`config.mk`:
```
export PLATFORM = sky130hd
export DESIGN_NAME = audio_in_fifo
export DESIGN_NICKNAME = d
export VERILOG_FILES = /design/src/rtl/afifo_pkg.sv /design/src/rtl/afifo_holds.sv /design/src/rtl/afifo_store.sv /design/src/rtl/audio_in_fifo.sv
export SDC_FILE = /design/constraint.sdc
export NUM_CORES = 1
export LEC_CHECK = 0
export ABC_CLOCK_PERIOD_IN_PS = 4190
export BUFFER_PORTS_ARGS = -buffer_cell sky130_fd_sc_hd__buf_2
export CAP_MARGIN = 20
export CELL_PAD_IN_SITES_DETAIL_PLACEMENT = 0
export CELL_PAD_IN_SITES_GLOBAL_PLACEMENT = 1
export CORE_ASPECT_RATIO = 0.7
export CORE_MARGIN = 2
export CORE_UTILIZATION = 30
export CTS_BUF_LIST = sky130_fd_sc_hd__clkbuf_16
export CTS_CLUSTER_SIZE = 8
export DETAILED_ROUTE_END_ITERATION = 8
export GPL_ROUTABILITY_DRIVEN = 0
export GPL_TIMING_DRIVEN = 0
export PLACE_DENSITY_LB_ADDON = 0.1
export SLEW_MARGIN = 20
export SYNTH_ARGS = -nofsm -noshare
export SYNTH_HDL_FRONTEND = slang
export SYNTH_HIERARCHICAL = 1
export SYNTH_SLANG_ARGS = --single-unit
```
`constraint.sdc`:
```
create_clock -name clk -period 4.19 [get_ports clk]
set_input_delay 0.2095 -clock clk [delete_from_list [all_inputs] [get_ports clk]]
set_output_delay 0.2095 -clock clk [all_outputs]
set_load 0.02 [all_outputs]
```
`src/rtl/afifo_pkg.sv`:
```
package afifo_pkg;
    localparam int NCH      = 8;
    localparam int TAG_W    = $clog2(NCH);
    localparam int WORD_W   = 32;
    localparam int SAMPLE_W = WORD_W - TAG_W;
    localparam int FMT_W    = 3;
    localparam int FMT_LSB  = 8;
    localparam int BIT_DMA  = 5;
    localparam int BIT_CLR  = 6;
    localparam int BIT_EN   = 7;
    localparam logic [WORD_W-1:0] CTRL_KEEP =
        ({WORD_W{1'b1}} << BIT_EN) | (WORD_W'(1) << BIT_DMA);

    typedef enum logic [1:0] {
        RA_CTRL = 2'd0,
        RA_STAT = 2'd1,
        RA_DATA = 2'd2,
        RA_NONE = 2'd3
    } reg_addr_e;
endpackage

```
`src/rtl/afifo_holds.sv`:
```
module afifo_holds #(
    parameter int NCH      = 8,
    parameter int SAMPLE_W = 29,
    parameter int TAG_W    = 3
) (
    input  logic                      clk,
    input  logic                      rst_n,
    input  logic                      cap_en,
    input  logic                      flush,
    input  logic                      take,
    input  logic [NCH-1:0]            in_valid,
    input  logic [NCH*SAMPLE_W-1:0]   in_data,
    output logic                      offer_valid,
    output logic [SAMPLE_W+TAG_W-1:0] offer_entry,
    output logic                      lost
);
    typedef struct packed {
        logic [NCH-1:0]               occ;
        logic [NCH-1:0][SAMPLE_W-1:0] dat;
    } hold_t;

    hold_t s_d, s_q;
    logic [TAG_W-1:0] sel;
    logic             found;

    always_comb begin
        sel   = '0;
        found = 1'b0;
        for (int i = 0; i < NCH; i++) begin
            if (s_q.occ[i] && !found) begin
                found = 1'b1;
                sel   = TAG_W'(i);
            end
        end
        offer_valid = found;
        offer_entry = {s_q.dat[sel], sel};

        s_d  = s_q;
        lost = 1'b0;
        if (take && found) s_d.occ[sel] = 1'b0;
        for (int i = 0; i < NCH; i++) begin
            if (cap_en && in_valid[i]) begin
                if (s_q.occ[i] && !(take && found && sel == TAG_W'(i))) begin
                    lost = 1'b1;
                end else begin
                    s_d.occ[i] = 1'b1;
                    s_d.dat[i] = in_data[i*SAMPLE_W +: SAMPLE_W];
                end
            end
        end
        if (flush) begin
            s_d.occ = '0;
            lost    = 1'b0;
        end
    end

    always_ff @(posedge clk or negedge rst_n) begin
        if (!rst_n) s_q <= '0;
        else        s_q <= s_d;
    end
endmodule

```
`src/rtl/afifo_store.sv`:
```
module afifo_store #(
    parameter int DEPTH = 8,
    parameter int W     = 32,
    localparam int AW   = (DEPTH > 1) ? $clog2(DEPTH) : 1,
    localparam int CW   = $clog2(DEPTH + 1)
) (
    input  logic          clk,
    input  logic          rst_n,
    input  logic          push,
    input  logic [W-1:0]  push_data,
    input  logic          pop,
    input  logic          flush,
    output logic [W-1:0]  head,
    output logic [CW-1:0] count
);
    typedef struct packed {
        logic [DEPTH-1:0][W-1:0] mem;
        logic [AW-1:0]           wp;
        logic [AW-1:0]           rp;
        logic [CW-1:0]           cnt;
    } store_t;

    store_t s_d, s_q;

    function automatic logic [AW-1:0] bump(input logic [AW-1:0] p);
        return (p == AW'(DEPTH - 1)) ? '0 : p + AW'(1);
    endfunction

    always_comb begin
        s_d = s_q;
        if (push) begin
            s_d.mem[s_q.wp] = push_data;
            s_d.wp          = bump(s_q.wp);
        end
        if (pop) s_d.rp = bump(s_q.rp);
        s_d.cnt = s_q.cnt + CW'(push) - CW'(pop);
        if (flush) begin
            s_d.wp  = '0;
            s_d.rp  = '0;
            s_d.cnt = '0;
        end
    end

    always_ff @(posedge clk or negedge rst_n) begin
        if (!rst_n) s_q <= '0;
        else        s_q <= s_d;
    end

    assign head  = s_q.mem[s_q.rp];
    assign count = s_q.cnt;
endmodule

```
`src/rtl/audio_in_fifo.sv`:
```
module audio_in_fifo
    import afifo_pkg::*;
#(
    parameter int DEPTH = 8,
    localparam int CW   = $clog2(DEPTH + 1)
) (
    input  logic                    clk,
    input  logic                    rst_n,
    input  logic [NCH-1:0]          ch_valid,
    input  logic [NCH*SAMPLE_W-1:0] ch_data,
    input  logic                    reg_wr,
    input  logic                    reg_rd,
    input  logic [1:0]              reg_addr,
    input  logic [WORD_W-1:0]       reg_wdata,
    output logic [WORD_W-1:0]       reg_rdata,
    output logic [NCH*FMT_W-1:0]    fmt_o,
    output logic                    dma_req
);
    typedef struct packed {
        logic [WORD_W-1:0] ctrl;
        logic              ovf;
    } top_t;

    top_t s_d, s_q;

    logic              wr_ctrl, wr_data, rd_pop, flush, take, full;
    logic              push_req, push_ok, drop, lost;
    logic              hold_valid;
    logic [WORD_W-1:0] hold_entry, push_word, head;
    logic [CW-1:0]     cnt;
    reg_addr_e         addr;

    assign addr = reg_addr_e'(reg_addr);

    afifo_holds #(.NCH(NCH), .SAMPLE_W(SAMPLE_W), .TAG_W(TAG_W)) u_holds (
        .clk(clk), .rst_n(rst_n),
        .cap_en(s_q.ctrl[BIT_EN]), .flush(flush), .take(take),
        .in_valid(ch_valid), .in_data(ch_data),
        .offer_valid(hold_valid), .offer_entry(hold_entry), .lost(lost)
    );

    afifo_store #(.DEPTH(DEPTH), .W(WORD_W)) u_store (
        .clk(clk), .rst_n(rst_n),
        .push(push_ok), .push_data(push_word), .pop(rd_pop), .flush(flush),
        .head(head), .count(cnt)
    );

    always_comb begin
        wr_ctrl   = reg_wr && addr == RA_CTRL;
        wr_data   = reg_wr && addr == RA_DATA;
        flush     = wr_ctrl && s_q.ctrl[BIT_EN] && !reg_wdata[BIT_EN];
        full      = cnt == CW'(DEPTH);
        rd_pop    = reg_rd && !reg_wr && addr == RA_DATA && cnt != '0 && !flush;
        take      = hold_valid && !wr_data && s_q.ctrl[BIT_EN] && !flush;
        push_req  = wr_data || take;
        push_word = wr_data ? reg_wdata : hold_entry;
        push_ok   = push_req && !full && !flush;
        drop      = push_req && full && !flush;

        s_d = s_q;
        if (wr_ctrl) s_d.ctrl = reg_wdata & CTRL_KEEP;
        if (drop || lost)                     s_d.ovf = 1'b1;
        else if (wr_ctrl && reg_wdata[BIT_CLR]) s_d.ovf = 1'b0;

        unique case (addr)
            RA_CTRL: reg_rdata = s_q.ctrl;
            RA_STAT: reg_rdata = (WORD_W'(cnt) << 8) | WORD_W'(s_q.ovf);
            RA_DATA: reg_rdata = (cnt != '0) ? head : '0;
            default: reg_rdata = '0;
        endcase
    end

    always_ff @(posedge clk or negedge rst_n) begin
        if (!rst_n) s_q <= '0;
        else        s_q <= s_d;
    end

    assign fmt_o   = s_q.ctrl[FMT_LSB +: NCH*FMT_W];
    assign dma_req = s_q.ctrl[BIT_DMA] && cnt != '0;
endmodule

```
# Word level (Yosys, flattened, before mapping)
# Cells that the tools add are included.
[word_totals]
regBits = 533
inputBits = 278
out_inout_bits = 57
wordCells = 210
[op_classes]
n_addsub = 4
magnitude_cmp = 5
eq_ne = 12
n_mux = 69
bitwise_logic = 11
reduce_logical = 87
[op_table]
columns = ["cell", "count"]
rows = [
  ["256-bit bitwise mux", 1],
  ["32-bit 2-to-1 mux", 4],
  ["32-bit binary-select mux with 3-bit select", 1],
  ["32-bit demux with 3-bit select", 1],
  ["32-bit one-hot mux with 3 select lines", 1],
  ["29-bit binary-select mux with 3-bit select", 1],
  ["1-bit logical AND", 51],
  ["1-bit 2-to-1 mux", 45],
  ["29-bit 2-to-1 mux", 1],
  ["3-bit 2-to-1 mux", 8],
  ["1-bit zero test", 20],
  ["3-bit equality test, second input constant", 6],
  ["8-bit 2-to-1 mux", 2],
  ["2-bit AND reduction", 8],
  ["3-bit by 4-bit < comparator with 1-bit output, second input constant", 3],
  ["12-bit by 1-bit OR with 12-bit output", 1],
  ["10-bit 2-to-1 mux", 1],
  ["8-bit AND", 1],
  ["1-bit NOT", 8],
  ["8-bit NOT", 1],
  ["3-bit by 1-bit adder with 3-bit output, second input constant", 2],
  ["3-bit by 2-bit equality test with 1-bit output, second input constant", 2],
  ["3-bit by 1-bit greater-or-equal comparator with 1-bit output, second input constant", 2],
  ["2-bit nonzero test", 3],
  ["other kinds (12)", 14],
]

# Longest topological paths before layout
# Gate-level depths: netlist (run 1).
[logic_depth]
ltp_word = 48
ltp_mapped = 12
mapped_depth_nobuf = 10

# Hierarchy
# Netlist (run 1), hierarchy kept.
[modules_own_cells]
columns = ["module", "instances", "cells_each", "area_each_um2", "seq_area_each_um2"]
rows = [
  ["afifo_store", 1, 718, 12062.8, 6656.4],
  ["afifo_holds", 1, 902, 11203.2, 6005.8],
  ["audio_in_fifo", 1, 175, 2055.7, 675.6],
]

# Worst setup path after synthesis (run 1)
# Ideal clock, no wire load.
[synth_timing]
path_kind = "flip-flop to flip-flop"
from = "register u_holds/s_q[236] (netlist name)"
to = "register u_store/s_q[16] (netlist name)"
setup_time_ps = 128
t_arrival_ps = 2485
t_required_ps = 4062
slack_ps = 1578
stages_incl_launch_ff = 13
path_buffers = 3
period_less_slack_ps = 2612
cell_sequence = "dfrtp_1 > buf_6 > nor4_1 > nand2b_1 > buf_2 > inv_2 > clkbuf_1 > a21oi_1 > o21ai_0 > o22ai_1 > nor2_1 > mux2_1 > mux2_1"
[synth_between]
word_cells_on_any_way = 25
cone_classes = "mux (12); reduce/logical (13)"
[synth_rtl]
columns = ["item", "line_no", "text"]
rows = [
  ["start: declaration", "afifo_holds.sv:22", "hold_t s_d, s_q;"],
  ["start signal: assignment", "afifo_holds.sv:58", "if (!rst_n) s_q <= '0;"],
  ["start signal: assignment", "afifo_holds.sv:59", "else s_q <= s_d;"],
  ["1-bit logical AND (*)", "afifo_holds.sv:30", "if (s_q.occ[i] && !found) begin"],
  ["1-bit 2-to-1 mux", "afifo_holds.sv:30", ""],
  ["1-bit zero test", "afifo_holds.sv:30", ""],
  ["1-bit logical AND", "afifo_holds.sv:30", ""],
  ["1-bit 2-to-1 mux", "afifo_holds.sv:30", ""],
  ["1-bit zero test", "afifo_holds.sv:30", ""],
  ["1-bit logical AND", "afifo_holds.sv:30", ""],
  ["1-bit 2-to-1 mux", "afifo_holds.sv:30", ""],
  ["1-bit zero test", "afifo_holds.sv:30", ""],
  ["1-bit logical AND", "afifo_holds.sv:30", ""],
  ["3-bit 2-to-1 mux (*)", "afifo_holds.sv:30", ""],
  ["29-bit binary-select mux with 3-bit select (*)", "afifo_holds.sv:36", "offer_entry = {s_q.dat[sel], sel};"],
  ["29-bit 2-to-1 mux (implied by the code) (*)", "afifo_holds.sv:36", ""],
  ["net hold_entry[6]", "audio_in_fifo.sv:29", "logic [WORD_W-1:0] hold_entry, push_word, head;"],
  ["32-bit 2-to-1 mux (*)", "audio_in_fifo.sv:56", "push_word = wr_data ? reg_wdata : hold_entry;"],
  ["net push_word[6]", "audio_in_fifo.sv:29", ""],
  ["256-bit bitwise mux (*)", "afifo_store.sv:32", "s_d.mem[s_q.wp] = push_data;"],
  ["end signal: assignment", "afifo_store.sv:45", "if (!rst_n) s_q <= '0;"],
  ["end signal: assignment", "afifo_store.sv:46", "else s_q <= s_d;"],
  ["end: declaration", "afifo_store.sv:23", "store_t s_d, s_q;"],
]
# The timed path passes the listed nets; every way through them passes the cells marked *. The select of a mux whose other input is x is not followed.
# A chain may end at the register's enable or synchronous reset.

# Worst setup path after layout (run 1)
[layout_timing]
from = "register u_holds/s_q[233] (netlist name)"
to = "register u_store/s_q[45] (netlist name)"
[layout_between]
word_cells_on_any_way = 37
cone_classes = "mux (18); reduce/logical (19)"
[layout_rtl]
columns = ["item", "line_no"]
rows = [
  ["1-bit logical AND (*)", "afifo_holds.sv:30"],
  ["1-bit 2-to-1 mux", "afifo_holds.sv:30"],
  ["1-bit zero test", "afifo_holds.sv:30"],
  ["1-bit logical AND", "afifo_holds.sv:30"],
  ["1-bit 2-to-1 mux", "afifo_holds.sv:30"],
  ["1-bit zero test", "afifo_holds.sv:30"],
  ["1-bit logical AND", "afifo_holds.sv:30"],
  ["1-bit 2-to-1 mux", "afifo_holds.sv:30"],
  ["[... 10 more ...]", "n/a"],
  ["1-bit logical AND", "afifo_holds.sv:30"],
  ["3-bit 2-to-1 mux (*)", "afifo_holds.sv:30"],
  ["29-bit binary-select mux with 3-bit select (*)", "afifo_holds.sv:36"],
  ["29-bit 2-to-1 mux (implied by the code) (*)", "afifo_holds.sv:36"],
  ["net hold_entry[3]", "audio_in_fifo.sv:29"],
  ["32-bit 2-to-1 mux (*)", "audio_in_fifo.sv:56"],
  ["net push_word[3]", "audio_in_fifo.sv:29"],
  ["256-bit bitwise mux (*)", "afifo_store.sv:32"],
]
# Marked as above.

==> out/qor.csv, run 1 <==
metric,value,unit
wl_met3,2710,um
vias,17500,
chipHeight,247,um
slowest_stage,clkbuf_1,
syn_avg_cell_area,14.1,sq um
drv_cap,0,
path_max_fanout,10,
slew-limit-headroom,27.2,%
synth_area_leaders,"dfrtp_1, mux2_2, mux4_2",
yosysTopAreaCell,dfrtp_1,
highest_layer,met4,
crit_end,u_store/s_q[45],
worstRegToRegCells,10,
start_util,30.2,%
vdd_drop_max,0.301,mV
clockBufferDepth,3,
grt_pass1_vias,18800,
post-route-min-period,3.78,ns
cts_tree,built,
clockRootBuffer,clkbuf_16,
area_delta_synth_final,31.5,%
wl_met2,39500,um
routed_wl,86800,um
setup_ws,0.407,ns
drt-met1-wl,43400,um
final_nets,2765,
reg2reg_to,u_store/s_q[45],
synth_top_cell_area_share,52.7,%
startpoint_type,register,
status,"complete, no violations",
max_stage_delay,0.78,ns
coreArea,84000,sq um
fillCellCount,8085,
netlist_area,25300,sq um
grt_pass1_wl,127000,um
synthArstFlopShare,100,%
rows,89,
startpoint,u_holds/s_q[233],
synth.distinct_cells,65,
instances_no_fill,3625,
synth.most_common_cell,dfrtp_1,
period_share,90.3,%
rsz0062_at_grt,no,
min_path_type,in -> reg,
r2r_start,u_holds/s_q[233],
synthCells,1795,
cp-end-kind,register,
syn_nets,2082,
grt_max_degree,94,
critPathArrivalTime,4.27,ns
cts_buffers,76,
die_area,86800,sq um
grtUsageTotal,20.2,%
wl_per_cell,24.0,um
final-setup-viol-count,0,
ys_ff_latch,533,
via_per_inst,4.83,
ys_seq_area_share,52.7,%
worstSkewPairLatency,0.62,ns
drive_above_1_share,45.6,%
report.final.slew_viol_count,0,
postPlaceCellArea,28600,sq um
overflow,0,
synth_warnings,6,
ant_nets,0,
r2r_slack,0.41,ns
dpl.cell_count,3270,
crit_type,reg -> reg,
cp_cell_sequence,buf_4 > nor4_4 > nand2_1 > o21ai_2 > clkbuf_1 > o21ai_1 > a21oi_1 > nor2_1 > mux2_1 > mux2_2,
htree_levels,3,
synth_edf_count,0,
fin_setup_tns,0,ns
p_per_area,706,nW/um^2
dr.first_iter.drc_count,772,
final_cell_area,33300,sq um
clkTransAtPathRegs,0.05,ns
place_worst_setup_slack,0.329,ns
cellLeakagePower,15.0,nW
drc,0,
clock_skew,0.0233,ns
antenna_found_initial,9,
numPortBuffers,332,
fmax,264,MHz
hold_violations,0,
required,4.68,ns
drt-pass1-iter-count,5,
cts_sinks,533,
synthFlopType,dfrtp_1,
synth_commonest_cells,"dfrtp_1, mux2_2, a21oi_1, mux2_1, mux4_2",
tightestPinTransition,1.09,ns
die_x,351,um
num_io_pins,335,
dp_hpwl,62400,um
cts_resized,0,
==> worst min path at each step <==
stage	from	end	slack, ns	cells after the start
after CTS	reg_wr	s_q[0]	0.01	3
after global routing	reg_wdata[6]	s_q[0]	0.04	3
after floorplan	rst_n	fmt_o[0]	-0.09	0
final	reg_wdata[6]	s_q[0]	0.04	3
after global placement	ch_data[126]	u_holds/s_q[126]	0.42	2
after detailed placement	rst_n	u_holds/s_q[170]	0.14	1
==> per-stage QoR <==
stage,utilization [%],hold WS [ns],power [mW]
2_1_floorplan,-,-0.0861,14.8
6_report,39.7,0.0414,23.5
3_5_place_dp,34.0,0.137,17.9
4_1_cts,39.6,0.0112,23.8
5_1_grt,39.6,0.0429,25.0
3_3_place_gp,33.8,0.423,17.7
==> state kept, by name (all words and copies together), names as in the netlist <==
| name | count |
|---|---|
| u_store/count | 4 |
| u_store/s_q | 262 |
| u_holds/s_q | 240 |
| s_q | 3 |
| fmt_o | 24 |
==> power by group <==
group	switching [mW]	leakage, nW	internal [mW]	total, mW
sequential	1.17	6.57	7.50	8.68
clock	2.27	1.00	3.30	5.57
combinational	4.65	7.41	4.60	9.25
total	8.09	15.0	15.4	23.5
==> metal layers <==
metal | up-vias | global-route usage, %
met4 | 0 | 3.80
met5 | - | 0
met3 | 90 | 3.17
li1 | 7949 | -
met1 | 9179 | 29.5
met2 | 306 | 31.8
==> cell usage in the layout, fill, tap and decap left out, types with 8 or more instances in the layout <==
master	synthesis	final
o22ai_1	18	18
mux2_1	70	70
a221oi_1	11	11
mux2i_1	43	43
clkbuf_1	28	26
mux2_4	20	20
o21ai_0	24	24
buf_4	47	47
dlygate4sd3_1	0	267
a21o_1	12	12
buf_2	50	381
o21ai_1	31	31
nand2_1	63	63
nand3_1	8	8
ha_1	8	8
inv_1	12	13
buf_6	22	22
nor2_1	45	45
mux2_2	488	488
dfrtp_1	533	533
mux4_2	64	64
a21oi_1	92	92
a211oi_1	11	11
a22o_1	22	22
clkbuf_16	0	79
==> layout make-up <==
cell class	count	area, sq um	share of cell area [%]
clock inverter	6	57.6	0.173
clock buffer	79	1980	5.94
tap	1137	1420	4.27
buffer	150	970	2.91
antenna	3	7.51	0.0225
sequential	533	13300	40.1
inverter	13	48.8	0.147
timing repair buffer	605	4510	13.5
multi-input combinational	1099	11000	32.9
==> cell families (layout without fill, tap and decap cells) <==
family | Yosys count | after routing | share of synthesized area [%]
adder cells (fa/ha/maj) | 9 | 9 | 0.474
buffers and inverters | 163 | 853 | 4.01
flip-flops | 533 | 533 | 52.7
XOR/XNOR | 3 | 3 | 0.104
other | 0 | 3 | 0
multiplexers | 685 | 685 | 33.4
AO/OA/AOI/OAI | 243 | 243 | 6.04
AND/OR/NAND/NOR | 159 | 159 | 3.30
==> critical path, delay by kind of cell (launching register included) <==
kind / cells / cell delay (ns)
compound gates: 3 / 0.87
buf+inv: 2 / 0.96
flops: 1 / 0.36
mux: 2 / 0.75
simple gates: 3 / 0.69
==> what timing repair did <==
item                                    CTS  global route
buffers inserted                          0             0
endpoints found under the setup margin    0             0
hold endpoints to repair                472             0
hold buffers                            267             0
No activity file was read; power rests on OpenSTA's default activity.
==> run 2: changes to the inputs <==
ABC_AREA = 1   (was default)
==> out/qor.csv, run 2 <==
metric,value,unit
numPortBuffers,334,
final-setup-viol-count,0,
cp-end-kind,register,
rsz0062_at_grt,no,
required,4.74,ns
grtUsageTotal,25.5,%
vdd_drop_max,0.310,mV
cellLeakagePower,18.0,nW
slew-limit-headroom,20.6,%
clockRootBuffer,clkbuf_16,
crit_type,reg -> reg,
htree_levels,3,
netlist_area,27100,sq um
largest_register,u_store/s_q,
drive_above_1_share,14.8,%
coreArea,89700,sq um
layout_common_cells,"nand2_1, dfrtp_1, nand3_1",
vias,26500,
clkTransAtPathRegs,0.05,ns
tightestPinTransition,1.19,ns
synth_warnings,6,
syn_avg_cell_area,7.54,sq um
cts_sinks,533,
critPathArrivalTime,4.71,ns
drc,0,
worstSkewPairLatency,0.66,ns
synthCells,3589,
synth.distinct_cells,35,
drv_cap,0,
pwr-share-seq,33.4,%
min_from,reg_wdata[18],
grt_pass1_wl,174000,um
report.final.slew_viol_count,0,
startpoint_type,register,
sw_frac_of_total,45.1,%
ys_ff_latch,533,
r2r_slack,0.03,ns
post-route-min-period,4.16,ns
clockBufferDepth,3,
routed_wl,119000,um
clock_skew,0.0241,ns
dr.first_iter.drc_count,2389,
switchingPower,11.7,mW
holdWs,0.0432,ns
worstRegToRegCells,14,
hold_violations,0,
largest_register_ffs,262,
status,"complete, no violations",
p_per_area,739,nW/um^2
cts_tree,built,
num_io_pins,335,
wl_per_cell,21.8,um
path_max_fanout,10,
overflow,0,
start_util,30.2,%
syn_nets,3876,
synth.most_common_cell,nand2_1,
synthArstFlopShare,100,%
cts_buffers,76,
final_common_cell,nand2_1,
yosysTopAreaCell,dfrtp_1,
drt-pass1-iter-count,5,
period_share,99.3,%
synth_commonest_cells,"nand2_1, dfrtp_1, nand3_1, inv_1, o21ai_0",
ant_nets,0,
grt_max_degree,91,
startpoint,u_holds/s_q[234],
p_clk_share,22.1,%
p_int,14.2,mW
min_path_type,in -> reg,
synth_area_leaders,"dfrtp_1, nand2_1, nand3_1",
hold-path-cell-count,3,
antenna_found_initial,5,
comb_power_share,44.5,%
min_to,fmt_o[10],
synth_edf_count,0,
area_delta_synth_final,29.8,%
die_x,363,um
via_per_inst,4.85,
ys_seq_area_share,49.3,%
fmax,240,MHz
chipHeight,255,um
synthFlopType,dfrtp_1,
grt_pass1_vias,26100,
reg2reg_to,u_store/s_q[177],
dp_hpwl,90000,um
r2r_start,u_holds/s_q[234],
die_area,92700,sq um
final_nets,4565,
fin_setup_tns,0,ns
synth_top_cell_area_share,49.3,%
rows,92,
[run 2: worst max-delay path, cell delays in order (launching register included)]
cell,delay (ns)
dfrtp_1,0.43
nor2_2,0.19
nand2_2,0.11
nor2_4,0.15
nand4_2,0.45
nand2_2,0.51
buf_2,0.35
nand2_1,0.11
a21oi_1,0.39
o21ai_0,0.47
nand2_1,0.28
nand2_1,0.09
o21ai_1,0.12
inv_1,0.20
o21ai_0,0.20
[run 2: metal layers]
metal / wire length [um] / up-vias / global-route usage (%)
met2: 45800 / 764 / 33.4
met3: 9030 / 130 / 6.30
met5: 0 / - / 0
met1: 61500 / 12900 / 40.9
li1: - / 12700 / -
met4: 2430 / 0 / 5.64
[run 2: area by class of cell]
| type | instances | area (sq um) |
|---|---|---|
| clock inverter | 6 | 53.8 |
| buffer | 260 | 1260 |
| clock buffer | 79 | 1980 |
| inverter | 365 | 1370 |
| sequential | 533 | 13300 |
| antenna | 1 | 2.50 |
| fill | 9574 | 54500 |
| timing repair buffer | 611 | 4560 |
| tap | 1175 | 1470 |
| multi-input combinational | 2431 | 11100 |
[run 2: how the worst max path moves through the flow]
stage / endpoint / slack [ns] / cells past startpoint
after floorplan: u_store/count[2] / 1.84 / 11
after detailed placement: u_store/s_q[53] / 0.06 / 14
after global routing: u_store/s_q[49] / 0.06 / 14
after CTS: u_store/s_q[179] / 0.06 / 14
final: u_store/s_q[177] / 0.03 / 14
after global placement: u_store/s_q[19] / -9.39 / 1
[run 2: power by group through the flow]
stage | registers (mW) | clock network (mW) | logic (mW)
2_1_floorplan | 8.34 | 0 | 7.08
3_3_place_gp | 8.73 | 0 | 11.2
3_5_place_dp | 8.71 | 0 | 11.3
4_1_cts | 8.66 | 5.87 | 11.5
5_1_grt | 8.95 | 6.08 | 12.9
6_report | 8.68 | 5.73 | 11.6
[run 2: cell families after synthesis]
family          Yosys count  synth area share [%]
buf+inv                 625                  9.72
fa+ha+maj                 9                 0.444
compound gates          479                  8.96
xor+xnor                  1                0.0324
simple gates           1884                  29.0
flops                   533                  49.3
mux                      58                  2.55
[run 2: per-stage QoR]
stage | area [sq um] | std cells | setup slack, ns | power (mW) | util (%)
after CTS | 35100 | 5460 | 0.0569 | 26.0 | 39.2
after global routing | 35100 | 5460 | 0.0584 | 27.9 | 39.2
after floorplan | 27100 | 3589 | 1.84 | 15.4 | -
after global placement | 30200 | 5098 | -9.39 | 19.9 | 33.7
final | 35100 | 5461 | 0.0287 | 26.0 | 39.2
after detailed placement | 30400 | 5104 | 0.0555 | 20.0 | 33.9
[run 2: what timing repair did]
action,4_1_cts,5_1_grt
resized for setup,0,2
buffers inserted,0,0
hold buffers,271,0
setup endpoints to repair,0,14
endpoints found under the hold margin,384,0
==> run 3: changes to the inputs <==
BUFFER_PORTS_ARGS = default   (was -buffer_cell sky130_fd_sc_hd__buf_2)
DONT_BUFFER_PORTS = 1   (was default)
==> out/qor.csv, run 3 (synthesis gave the netlist of run 2 again) <==
metric,value,unit
status,"complete, but fails checks",
violations,"negative hold slack, max-slew violations",
drive_above_1_share,7.49,%
final_common_cell,nand2_1,
die_area,92700,sq um
wl_per_cell,22.7,um
rsz0062_at_grt,no,
via_per_inst,4.92,
path_max_fanout,10,
cts_tree,built,
switchingPower,11.6,mW
slew-limit-headroom,-8.78,%
overflow,0,
cts_buffers,76,
p_clk_share,22.1,%
chipHeight,255,um
vdd_drop_max,0.288,mV
worstSkewPairLatency,0.66,ns
largest_register_ffs,262,
final-setup-viol-count,0,
grt_max_degree,534,
clock_skew,0.0287,ns
layout_common_cells,"nand2_1, dfrtp_1, nand3_1",
htree_levels,3,
clockRootBuffer,clkbuf_16,
cellLeakagePower,16.6,nW
tightestPinTransition,1.63,ns
grtUsageTotal,25.0,%
final_nets,4231,
period_share,94.8,%
place_worst_setup_slack,0.113,ns
post_cts_buffers,0,
comb_power_share,43.9,%
holdWs,-0.726,ns
required,4.69,ns
num_io_pins,335,
ant_nets,0,
slowest_stage,o21ai_0,
routed_wl,116000,um
setup_ws,0.218,ns
pwr-share-seq,34.0,%
die_x,363,um
rows,92,
largest_register,u_store/s_q,
crit_family,compound AO/OA/AOI/OAI gates,
post-route-min-period,3.97,ns
numPortBuffers,0,
vias,25300,
max_stage_delay,0.97,ns
critical_path_buf_inv_count,3,
drv_cap,0,
grt_pass1_vias,25000,
cts_hold_buf,276,
dr.first_iter.drc_count,2354,
min_path_type,in -> async,
antenna_found_initial,14,
startpoint_type,register,
drt-pass1-iter-count,6,
start_util,30.2,%
critPathArrivalTime,4.47,ns
coreArea,89700,sq um
hold_violations,533,
p_int,14.0,mW
fmax,252,MHz
clkTransAtPathRegs,0.05,ns
dp_hpwl,88100,um
clockBufferDepth,3,
p_per_area,769,nW/um^2
cts_sinks,533,
crit_type,reg -> reg,
sw_frac_of_total,45.3,%
cp_cell_sequence,nor2_4 > nand2_2 > nor2_4 > nand4_4 > inv_2 > nor2_4 > clkbuf_1 > a21oi_1 > o21ai_0 > nand2_1 > nand2_1 > o21ai_0 > inv_1 > o21ai_0,
drc,0,
cp-end-kind,register,
fin_setup_tns,0,ns
grt_pass1_wl,171000,um
area_delta_synth_final,23.2,%
report.final.slew_viol_count,96,
[run 3: cell count changes in the layout (fill, tap and decap cells not counted), sizes merged]
cell         change
buf            -340
diode            +7
clkinv           +1
dlygate4sd3      +5
[run 3: layout make-up]
| cell class | count | area [sq um] |
|---|---|---|
| timing repair buffer | 277 | 2770 |
| clock inverter | 7 | 58.8 |
| antenna | 8 | 20.0 |
| buffer | 260 | 1260 |
| tap | 1175 | 1470 |
| sequential | 533 | 13300 |
| fill | 9790 | 56300 |
| multi-input combinational | 2431 | 11100 |
| clock buffer | 78 | 1950 |
| inverter | 365 | 1370 |
[run 3: routing by layer]
layer,GRT usage (%),vias to the layer above,wire length [um]
met1,40.7,12300,61600
met4,5.27,8,2070
li1,-,12000,-
met3,7.13,152,9300
met2,31.7,733,43300
met5,0,-,52
[run 3: worst register-to-register path, cell delays in order, from the launching register on]
cell      delay (ns)
dfrtp_1         0.44
nor2_4          0.07
nand2_2         0.10
nor2_4          0.07
nand4_4         0.22
inv_2           0.10
nor2_4          0.40
clkbuf_1        0.49
a21oi_1         0.16
o21ai_0         0.98
nand2_1         0.17
nand2_1         0.12
o21ai_0         0.10
inv_1           0.26
o21ai_0         0.16
[run 3: power by group through the flow]
| stage | Combinational (mW) | Sequential, mW | Clock [mW] |
|---|---|---|---|
| 2_1_floorplan | 7.08 | 8.34 | 0 |
| 3_3_place_gp | 10.8 | 8.74 | 0 |
| 3_5_place_dp | 10.9 | 8.74 | 0 |
| 4_1_cts | 11.2 | 8.68 | 5.83 |
| 5_1_grt | 12.6 | 8.95 | 6.01 |
| 6_report | 11.3 | 8.71 | 5.67 |
[run 3: worst paths after layout]
check / startpoint / to / slack (ns) / cells past startpoint
worst max-delay path: u_holds/s_q[232] / u_store/s_q[23] / 0.22 / 14
worst min-delay path: rst_n / u_holds/s_q[216] / -0.73 / 0
worst max register to register: u_holds/s_q[232] / u_store/s_q[23] / 0.22 / 14
worst min register to register: u_holds/s_q[36] / u_holds/s_q[36] / 0.47 / 2
max in group asynchronous: rst_n / u_store/s_q[81] / 3.61 / 0
min in group clk: reg_addr[1] / u_store/s_q[237] / 0.05 / 6
[run 3: through the flow]
stage / total power [mW] / hold slack (ns) / utilization, % / area, sq um / instances
floorplan: 15.4 / -0.0861 / - / 27100 / 3589
global placement: 19.6 / -0.0773 / 31.8 / 28500 / 4764
detailed placement: 19.6 / -0.0696 / 31.8 / 28500 / 4764
CTS: 25.7 / -0.780 / 37.1 / 33300 / 5125
global route: 27.6 / -0.770 / 37.2 / 33300 / 5130
finish: 25.6 / -0.726 / 37.2 / 33300 / 5134
[run 3: what timing repair did]
| action | 4_1_cts | 5_1_grt |
|---|---|---|
| hold endpoints to repair | 821 | 533 |
| setup endpoints to repair | 0 | 35 |
| gates resized for setup | 0 | 4 |
